### src/rtl/fcmd_pkg.sv
package fcmd_pkg;

  typedef enum logic [1:0] {
    OP_PROG      = 2'b00,
    OP_ERASE_ALL = 2'b01,
    OP_ERASE_BLK = 2'b10
  } op_kind_e;

  typedef enum logic [1:0] {
    SEQ_IDLE,
    SEQ_ARM_PROG,
    SEQ_ARM_ERASE,
    SEQ_BUSY
  } seq_state_e;

  localparam logic [7:0] CODE_PROG      = 8'h40;
  localparam logic [7:0] CODE_ERASE     = 8'h20;
  localparam logic [7:0] CODE_BLK_CONF  = 8'hD0;
  localparam logic [7:0] CODE_READ_ARR  = 8'hFF;
  localparam logic [7:0] CODE_CLR_STAT  = 8'h50;

  localparam int RDY_BIT  = 7;
  localparam int EERR_BIT = 5;
  localparam int PERR_BIT = 4;

  // Build the status byte from its three live flags.
  function automatic logic [7:0] pack_status(input logic rdy, input logic perr,
                                             input logic eerr);
    logic [7:0] s;
    s = 8'h00;
    s[RDY_BIT]  = rdy;
    s[EERR_BIT] = eerr;
    s[PERR_BIT] = perr;
    return s;
  endfunction

endpackage

### src/rtl/fcmd_decoder.sv
module fcmd_decoder
  import fcmd_pkg::*;
#(
  parameter int AW    = 16,
  parameter int BLK_W = 10
) (
  input  logic          clk,
  input  logic          rst_n,
  input  logic          bus_we,
  input  logic [AW-1:0] bus_addr,
  input  logic [7:0]    bus_wdata,
  input  logic          op_done,
  output logic          op_start,
  output logic [1:0]    op_type,
  output logic [AW-1:0] op_addr,
  output logic [7:0]    op_data,
  output logic          evt_launch,
  output logic          evt_finish,
  output logic          evt_seq_err,
  output logic          evt_read_arr,
  output logic          evt_clr_stat,
  output logic          finish_is_prog
);

  // Base address of the block that holds a.
  function automatic logic [AW-1:0] blk_base(input logic [AW-1:0] a);
    logic [AW-1:0] m;
    m = '1;
    m = m << BLK_W;
    return a & m;
  endfunction

  seq_state_e    state_q, state_n;
  logic          start_q;
  op_kind_e      kind_q, kind_n;
  logic [AW-1:0] addr_q, addr_n;
  logic [7:0]    data_q, data_n;

  always_comb begin
    state_n      = state_q;
    kind_n       = kind_q;
    addr_n       = addr_q;
    data_n       = data_q;
    evt_launch   = 1'b0;
    evt_seq_err  = 1'b0;
    evt_read_arr = 1'b0;
    evt_clr_stat = 1'b0;
    unique case (state_q)
      SEQ_IDLE: begin
        if (bus_we) begin
          unique case (bus_wdata)
            CODE_PROG:     state_n = SEQ_ARM_PROG;
            CODE_ERASE:    state_n = SEQ_ARM_ERASE;
            CODE_READ_ARR: evt_read_arr = 1'b1;
            CODE_CLR_STAT: evt_clr_stat = 1'b1;
            default:       state_n = SEQ_IDLE;
          endcase
        end
      end
      SEQ_ARM_PROG: begin
        if (bus_we) begin
          evt_launch = 1'b1;
          kind_n     = OP_PROG;
          addr_n     = bus_addr;
          data_n     = bus_wdata;
          state_n    = SEQ_BUSY;
        end
      end
      SEQ_ARM_ERASE: begin
        if (bus_we) begin
          if (bus_wdata == CODE_ERASE) begin
            evt_launch = 1'b1;
            kind_n     = OP_ERASE_ALL;
            addr_n     = '0;
            data_n     = 8'h00;
            state_n    = SEQ_BUSY;
          end else if (bus_wdata == CODE_BLK_CONF) begin
            evt_launch = 1'b1;
            kind_n     = OP_ERASE_BLK;
            addr_n     = blk_base(bus_addr);
            data_n     = 8'h00;
            state_n    = SEQ_BUSY;
          end else begin
            evt_seq_err = 1'b1;
            state_n     = SEQ_IDLE;
          end
        end
      end
      SEQ_BUSY: begin
        if (op_done) state_n = SEQ_IDLE;
      end
      default: state_n = SEQ_IDLE;
    endcase
  end

  assign evt_finish     = (state_q == SEQ_BUSY) && op_done;
  assign finish_is_prog = (kind_q == OP_PROG);

  always_ff @(posedge clk or negedge rst_n) begin
    if (!rst_n) begin
      state_q <= SEQ_IDLE;
      start_q <= 1'b0;
      kind_q  <= OP_PROG;
      addr_q  <= '0;
      data_q  <= 8'h00;
    end else begin
      state_q <= state_n;
      start_q <= evt_launch;
      kind_q  <= kind_n;
      addr_q  <= addr_n;
      data_q  <= data_n;
    end
  end

  assign op_start = start_q;
  assign op_type  = kind_q;
  assign op_addr  = addr_q;
  assign op_data  = data_q;

endmodule

### src/rtl/fcmd_status.sv
module fcmd_status
  import fcmd_pkg::*;
(
  input  logic       clk,
  input  logic       rst_n,
  input  logic       evt_launch,
  input  logic       evt_finish,
  input  logic       finish_is_prog,
  input  logic       op_fail,
  input  logic       evt_seq_err,
  input  logic       evt_read_arr,
  input  logic       evt_clr_stat,
  output logic [7:0] status_byte,
  output logic       stat_mode,
  output logic       ready
);

  logic rdy_q, perr_q, eerr_q, mode_q;

  always_ff @(posedge clk or negedge rst_n) begin
    if (!rst_n) begin
      rdy_q  <= 1'b1;
      perr_q <= 1'b0;
      eerr_q <= 1'b0;
      mode_q <= 1'b0;
    end else begin
      if (evt_launch) begin
        rdy_q  <= 1'b0;
        mode_q <= 1'b1;
      end
      if (evt_finish) begin
        rdy_q <= 1'b1;
        if (op_fail) begin
          if (finish_is_prog) perr_q <= 1'b1;
          else                eerr_q <= 1'b1;
        end
      end
      if (evt_seq_err) begin
        perr_q <= 1'b1;
        eerr_q <= 1'b1;
        mode_q <= 1'b1;
      end
      if (evt_clr_stat) begin
        perr_q <= 1'b0;
        eerr_q <= 1'b0;
      end
      if (evt_read_arr) mode_q <= 1'b0;
    end
  end

  assign status_byte = pack_status(rdy_q, perr_q, eerr_q);
  assign stat_mode   = mode_q;
  assign ready       = rdy_q;

endmodule

### src/rtl/fcmd_rdpath.sv
module fcmd_rdpath #(
  parameter int DW = 8
) (
  input  logic          clk,
  input  logic          rst_n,
  input  logic          bus_re,
  input  logic          stat_mode,
  input  logic [DW-1:0] status_byte,
  input  logic [DW-1:0] arr_rdata,
  output logic [DW-1:0] bus_rdata
);

  logic [DW-1:0] rdata_q;

  always_ff @(posedge clk or negedge rst_n) begin
    if (!rst_n)      rdata_q <= '0;
    else if (bus_re) rdata_q <= stat_mode ? status_byte : arr_rdata;
  end

  assign bus_rdata = rdata_q;

endmodule

### src/rtl/fcmd_sequencer.sv
module fcmd_sequencer
  import fcmd_pkg::*;
#(
  parameter int AW    = 16,
  parameter int BLK_W = 10
) (
  input  logic          clk,
  input  logic          rst_n,
  input  logic          bus_we,
  input  logic          bus_re,
  input  logic [AW-1:0] bus_addr,
  input  logic [7:0]    bus_wdata,
  output logic [7:0]    bus_rdata,
  output logic [AW-1:0] arr_addr,
  input  logic [7:0]    arr_rdata,
  output logic          ready_busy,
  output logic          op_start,
  output logic [1:0]    op_type,
  output logic [AW-1:0] op_addr,
  output logic [7:0]    op_data,
  input  logic          op_done,
  input  logic          op_fail
);

  // Named internal events, visible to the bound checker.
  logic       evt_launch, evt_finish, evt_seq_err;
  logic       evt_read_arr, evt_clr_stat, finish_is_prog;
  logic [7:0] status_byte;
  logic       stat_mode;

  fcmd_decoder #(.AW(AW), .BLK_W(BLK_W)) u_dec (
    .clk            (clk),
    .rst_n          (rst_n),
    .bus_we         (bus_we),
    .bus_addr       (bus_addr),
    .bus_wdata      (bus_wdata),
    .op_done        (op_done),
    .op_start       (op_start),
    .op_type        (op_type),
    .op_addr        (op_addr),
    .op_data        (op_data),
    .evt_launch     (evt_launch),
    .evt_finish     (evt_finish),
    .evt_seq_err    (evt_seq_err),
    .evt_read_arr   (evt_read_arr),
    .evt_clr_stat   (evt_clr_stat),
    .finish_is_prog (finish_is_prog)
  );

  fcmd_status u_stat (
    .clk            (clk),
    .rst_n          (rst_n),
    .evt_launch     (evt_launch),
    .evt_finish     (evt_finish),
    .finish_is_prog (finish_is_prog),
    .op_fail        (op_fail),
    .evt_seq_err    (evt_seq_err),
    .evt_read_arr   (evt_read_arr),
    .evt_clr_stat   (evt_clr_stat),
    .status_byte    (status_byte),
    .stat_mode      (stat_mode),
    .ready          (ready_busy)
  );

  fcmd_rdpath #(.DW(8)) u_rd (
    .clk         (clk),
    .rst_n       (rst_n),
    .bus_re      (bus_re),
    .stat_mode   (stat_mode),
    .status_byte (status_byte),
    .arr_rdata   (arr_rdata),
    .bus_rdata   (bus_rdata)
  );

  assign arr_addr = bus_addr;

endmodule

### config.mk
export PLATFORM = sky130hd
export DESIGN_NAME = fcmd_sequencer
export DESIGN_NICKNAME = d
export VERILOG_FILES = /design/src/rtl/fcmd_pkg.sv /design/src/rtl/fcmd_decoder.sv /design/src/rtl/fcmd_status.sv /design/src/rtl/fcmd_rdpath.sv /design/src/rtl/fcmd_sequencer.sv
export SDC_FILE = /design/constraint.sdc
export NUM_CORES = 1
export LEC_CHECK = 0
export BUFFER_PORTS_ARGS = -buffer_cell sky130_fd_sc_hd__buf_2
export CAP_MARGIN = 10
export CORE_UTILIZATION = 50
export DETAILED_ROUTE_END_ITERATION = 6
export GPL_ROUTABILITY_DRIVEN = 1
export PLACE_DENSITY = 0.91
export SETUP_SLACK_MARGIN = 0.1
export SLEW_MARGIN = 5
export SYNTH_ARGS = -nofsm -noshare
export SYNTH_HDL_FRONTEND = slang
export SYNTH_SLANG_ARGS = --single-unit
### constraint.sdc
create_clock -name clk -period 4.3 [get_ports clk]
set_input_delay 0.645 -clock clk [delete_from_list [all_inputs] [get_ports clk]]
set_output_delay 0.645 -clock clk [all_outputs]
set_load 0.02 [all_outputs]
==> run metrics <==
outcome=completed; most frequent cells after synthesis=dfrtp_1, a22o_1, buf_4, inv_1; CORE AREA=3689 µm²; worst min path class=in -> async; Skew-Pair Late Insertion Delay=0.28 ns; R2R Setup Slk=2.19 ns; async set or reset register ratio after synthesis=100.0%; Num CTS Buffers=5; setup TNS=0 ns; share of layout cells above drive strength 1=42.11%; Max VDD drop=0.3851 mV; DP Wirelength=3100 µm; post-route cell area=2405 µm²; # rows=22; vias in the first global route=1,483; net count after synthesis=213; CTS Hold Buffers Added=0; die area=4129 µm²; Post-DRT Antenna Nets=0; top cells by area, synth=dfrtp_1, a22o_1, buf_4, a21oi_1, ha_1; Slew Limit Fails=0; max-cap viol count=0; critical path capture point type=register; Die Span X=64.26 µm; Clock Skew=0.003032 ns; Seq/Total Area, Yosys=53.00%; Initial Util=52.54%; Worst EP arrival=2.33 ns; post-detailed-route via-to-cell ratio=5.312; fmax=474.2 MHz; Clock Tree Root=clkbuf_8; final setup violating endpoints=0; DRT Pass-1 Iters=4; fillers=313; syn avg cell area=11.33 µm²; CTS max path bufs=2; synthesis-to-finish area growth=24.08%; CTS resizes=0; clk slew on worst S/H paths=0.07 ns; Syn Std Cell Area=1938 µm²; grt ovf=0; Slew @ Worst Pin=0.8640 ns; Synth Register Bits=41; pwr dens=743.6 nW/µm²; largest family of logic cells by synthesized area=compound AO/OA/AOI/OAI gates; Synth Area in Simple Gates=13.30%; Synth Area in Compound Gates=19.43%; DR iter-0 viols=90; most frequent cell after synthesis=dfrtp_1; Final Hold Vio Count=0; CTS Sinks=41; Startpoint Class=register; GRT Total Usage=22.20%; largest area contributor in the netlist=dfrtp_1; CTS tree=built; Post-synth EDFFs=0; most used flip-flop cell after synthesis=dfrtp_1; post-synthesis mux area share=1.549%; Yosys top cell area share=51.65%; H-tree levels=2; critical path class=reg -> reg; count of cell types in the netlist=36; Lkg Pwr=1.237 nW; Layout Nets=288; min Tclk post-route=2.109 ns; Post-CTS Setup Inserts=0; via count=1,567; wire length per cell=14.06 µm; Boundary Pins=90; XOR/XNOR share of the synthesized area=0%; Critical Path RT=4.52 ns; Slew HR=42.40%; largest net degree at the start of global routing=42; global-route wire length before repair=7051 µm; cells after synthesis=171; CP Max Fanout=18; unrepaired setup endpoints after global routing=no; DRC=0; PortBufs=89; cell area after placement=2288 µm²; Ys Warns=0; Antenna diodes=0; final wirelength=4149 µm; adder-cell area share of the yosys netlist=2.582%; Tcrit/Tclk final=49.04%; gpl congestion=0.8226; Die H=64.26 µm; initial antenna violation count=0
-- path summary, 6_finish.rpt --
path                       cells past startpoint                          from                       endpoint
setup / recovery                               6  u_dec.state_q[0]$_DFFE_PN0P_   u_dec.op_data[3]$_DFFE_PN0P_
hold / removal                                 1                         rst_n   u_dec.op_addr[0]$_DFFE_PN0P_
setup reg to reg                               6  u_dec.state_q[0]$_DFFE_PN0P_   u_dec.op_data[3]$_DFFE_PN0P_
hold reg to reg                                1  u_dec.op_data[0]$_DFFE_PN0P_   u_dec.op_data[0]$_DFFE_PN0P_
max in group asynchronous                      1                         rst_n  u_rd.bus_rdata[1]$_DFFE_PN0P_
min in group clk                               1  u_dec.op_data[0]$_DFFE_PN0P_   u_dec.op_data[0]$_DFFE_PN0P_
-- worst max-delay path, stage by stage, from the launching register on --
cell	delay (ns)
dfrtp_1	0.40
inv_1	0.10
ha_1	0.29
o21bai_1	0.21
nand2_1	0.18
nor2_2	0.61
a22o_1	0.24
-- power by group --
group	switching (mW)	total, mW	internal (mW)
Combinational	0.522	0.860	0.338
Sequential	0.0810	0.619	0.538
Clock	0.120	0.309	0.189
Total	0.723	1.79	1.07
-- cell usage in the layout (no fill, tap or decap) --
master	synthesis	final
nand2_1	10	10
inv_1	11	11
clkbuf_8	0	6
nor4b_4	1	1
clkbuf_1	2	1
dfstp_2	1	1
a41o_1	1	1
buf_2	1	89
o21ai_2	1	1
o31ai_1	1	1
nor2_2	1	1
nand3_1	2	2
or4_4	1	1
a22o_1	25	25
mux2i_1	3	3
bufinv_16	0	1
nand3b_1	4	4
o211ai_1	1	1
and3_1	1	1
dfrtp_1	40	40
o21ai_0	6	6
nor2b_1	1	1
nor4_2	1	1
a32oi_1	1	1
nor4_4	1	1
nor3b_1	1	1
a21oi_1	10	10
ha_1	4	4
a21o_4	1	1
nor3_1	6	6
o21bai_1	1	1
and4b_1	1	1
nand4_1	2	2
nand2b_1	1	1
nor2_1	7	7
a31oi_1	2	2
-- cell families (layout without fill, tap and decap cells) --
kind of cell / count (synthesis) / in the layout
AO/OA/AOI/OAI: 50 / 50
flip-flops: 41 / 41
AND/OR/NAND/NOR: 41 / 41
multiplexers: 3 / 3
buffers and inverters: 32 / 108
adder cells (fa/ha/maj): 4 / 4
-- area by class of cell --
cell class | count | area (µm²) | area share (%)
inverters | 11 | 41.29 | 1.717
repair buffers | 89 | 445.4 | 18.52
clock buffers | 7 | 86.33 | 3.590
multi-input cells | 98 | 714.4 | 29.71
well taps | 48 | 60.06 | 2.497
clock inverters | 1 | 30.03 | 1.249
flip-flops and latches | 41 | 1027 | 42.72
-- sequential cells by signal, indices dropped and copies added (netlist names) --
signal,flops
u_stat.ready,1
u_dec.op_type,2
u_dec.op_data,8
u_dec.state_q,2
u_dec.op_addr,16
u_dec.op_start,1
u_rd.bus_rdata,8
u_stat.stat_mode,1
u_stat.perr_q,1
u_stat.eerr_q,1
-- metal layers --
| layer | track usage [%] | routed length (µm) | vias up |
|---|---|---|---|
| li1 | - | - | 757 |
| met1 | 29.32 | 1789 | 759 |
| met2 | 35.92 | 2116 | 45 |
| met3 | 4.464 | 182 | 6 |
| met4 | 8.333 | 60 | 0 |
| met5 | 0 | 0 | - |
-- through the flow --
step / std cells / hold slack (ns) / util, % / worst slack (ns) / power, mW
finish: 295 / 0.4712 / 65.20 / 2.191 / 1.788
detailed placement: 287 / 0.4852 / 62.04 / 2.142 / 1.483
global placement: 287 / 0.4842 / 62.04 / 2.167 / 1.457
floorplan: 171 / 0.3494 / - / 2.416 / 1.265
CTS: 295 / 0.4980 / 65.20 / 2.225 / 1.800
global route: 295 / 0.5249 / 65.20 / 2.050 / 1.919
Note: power is estimated with default switching activity, not from simulation.
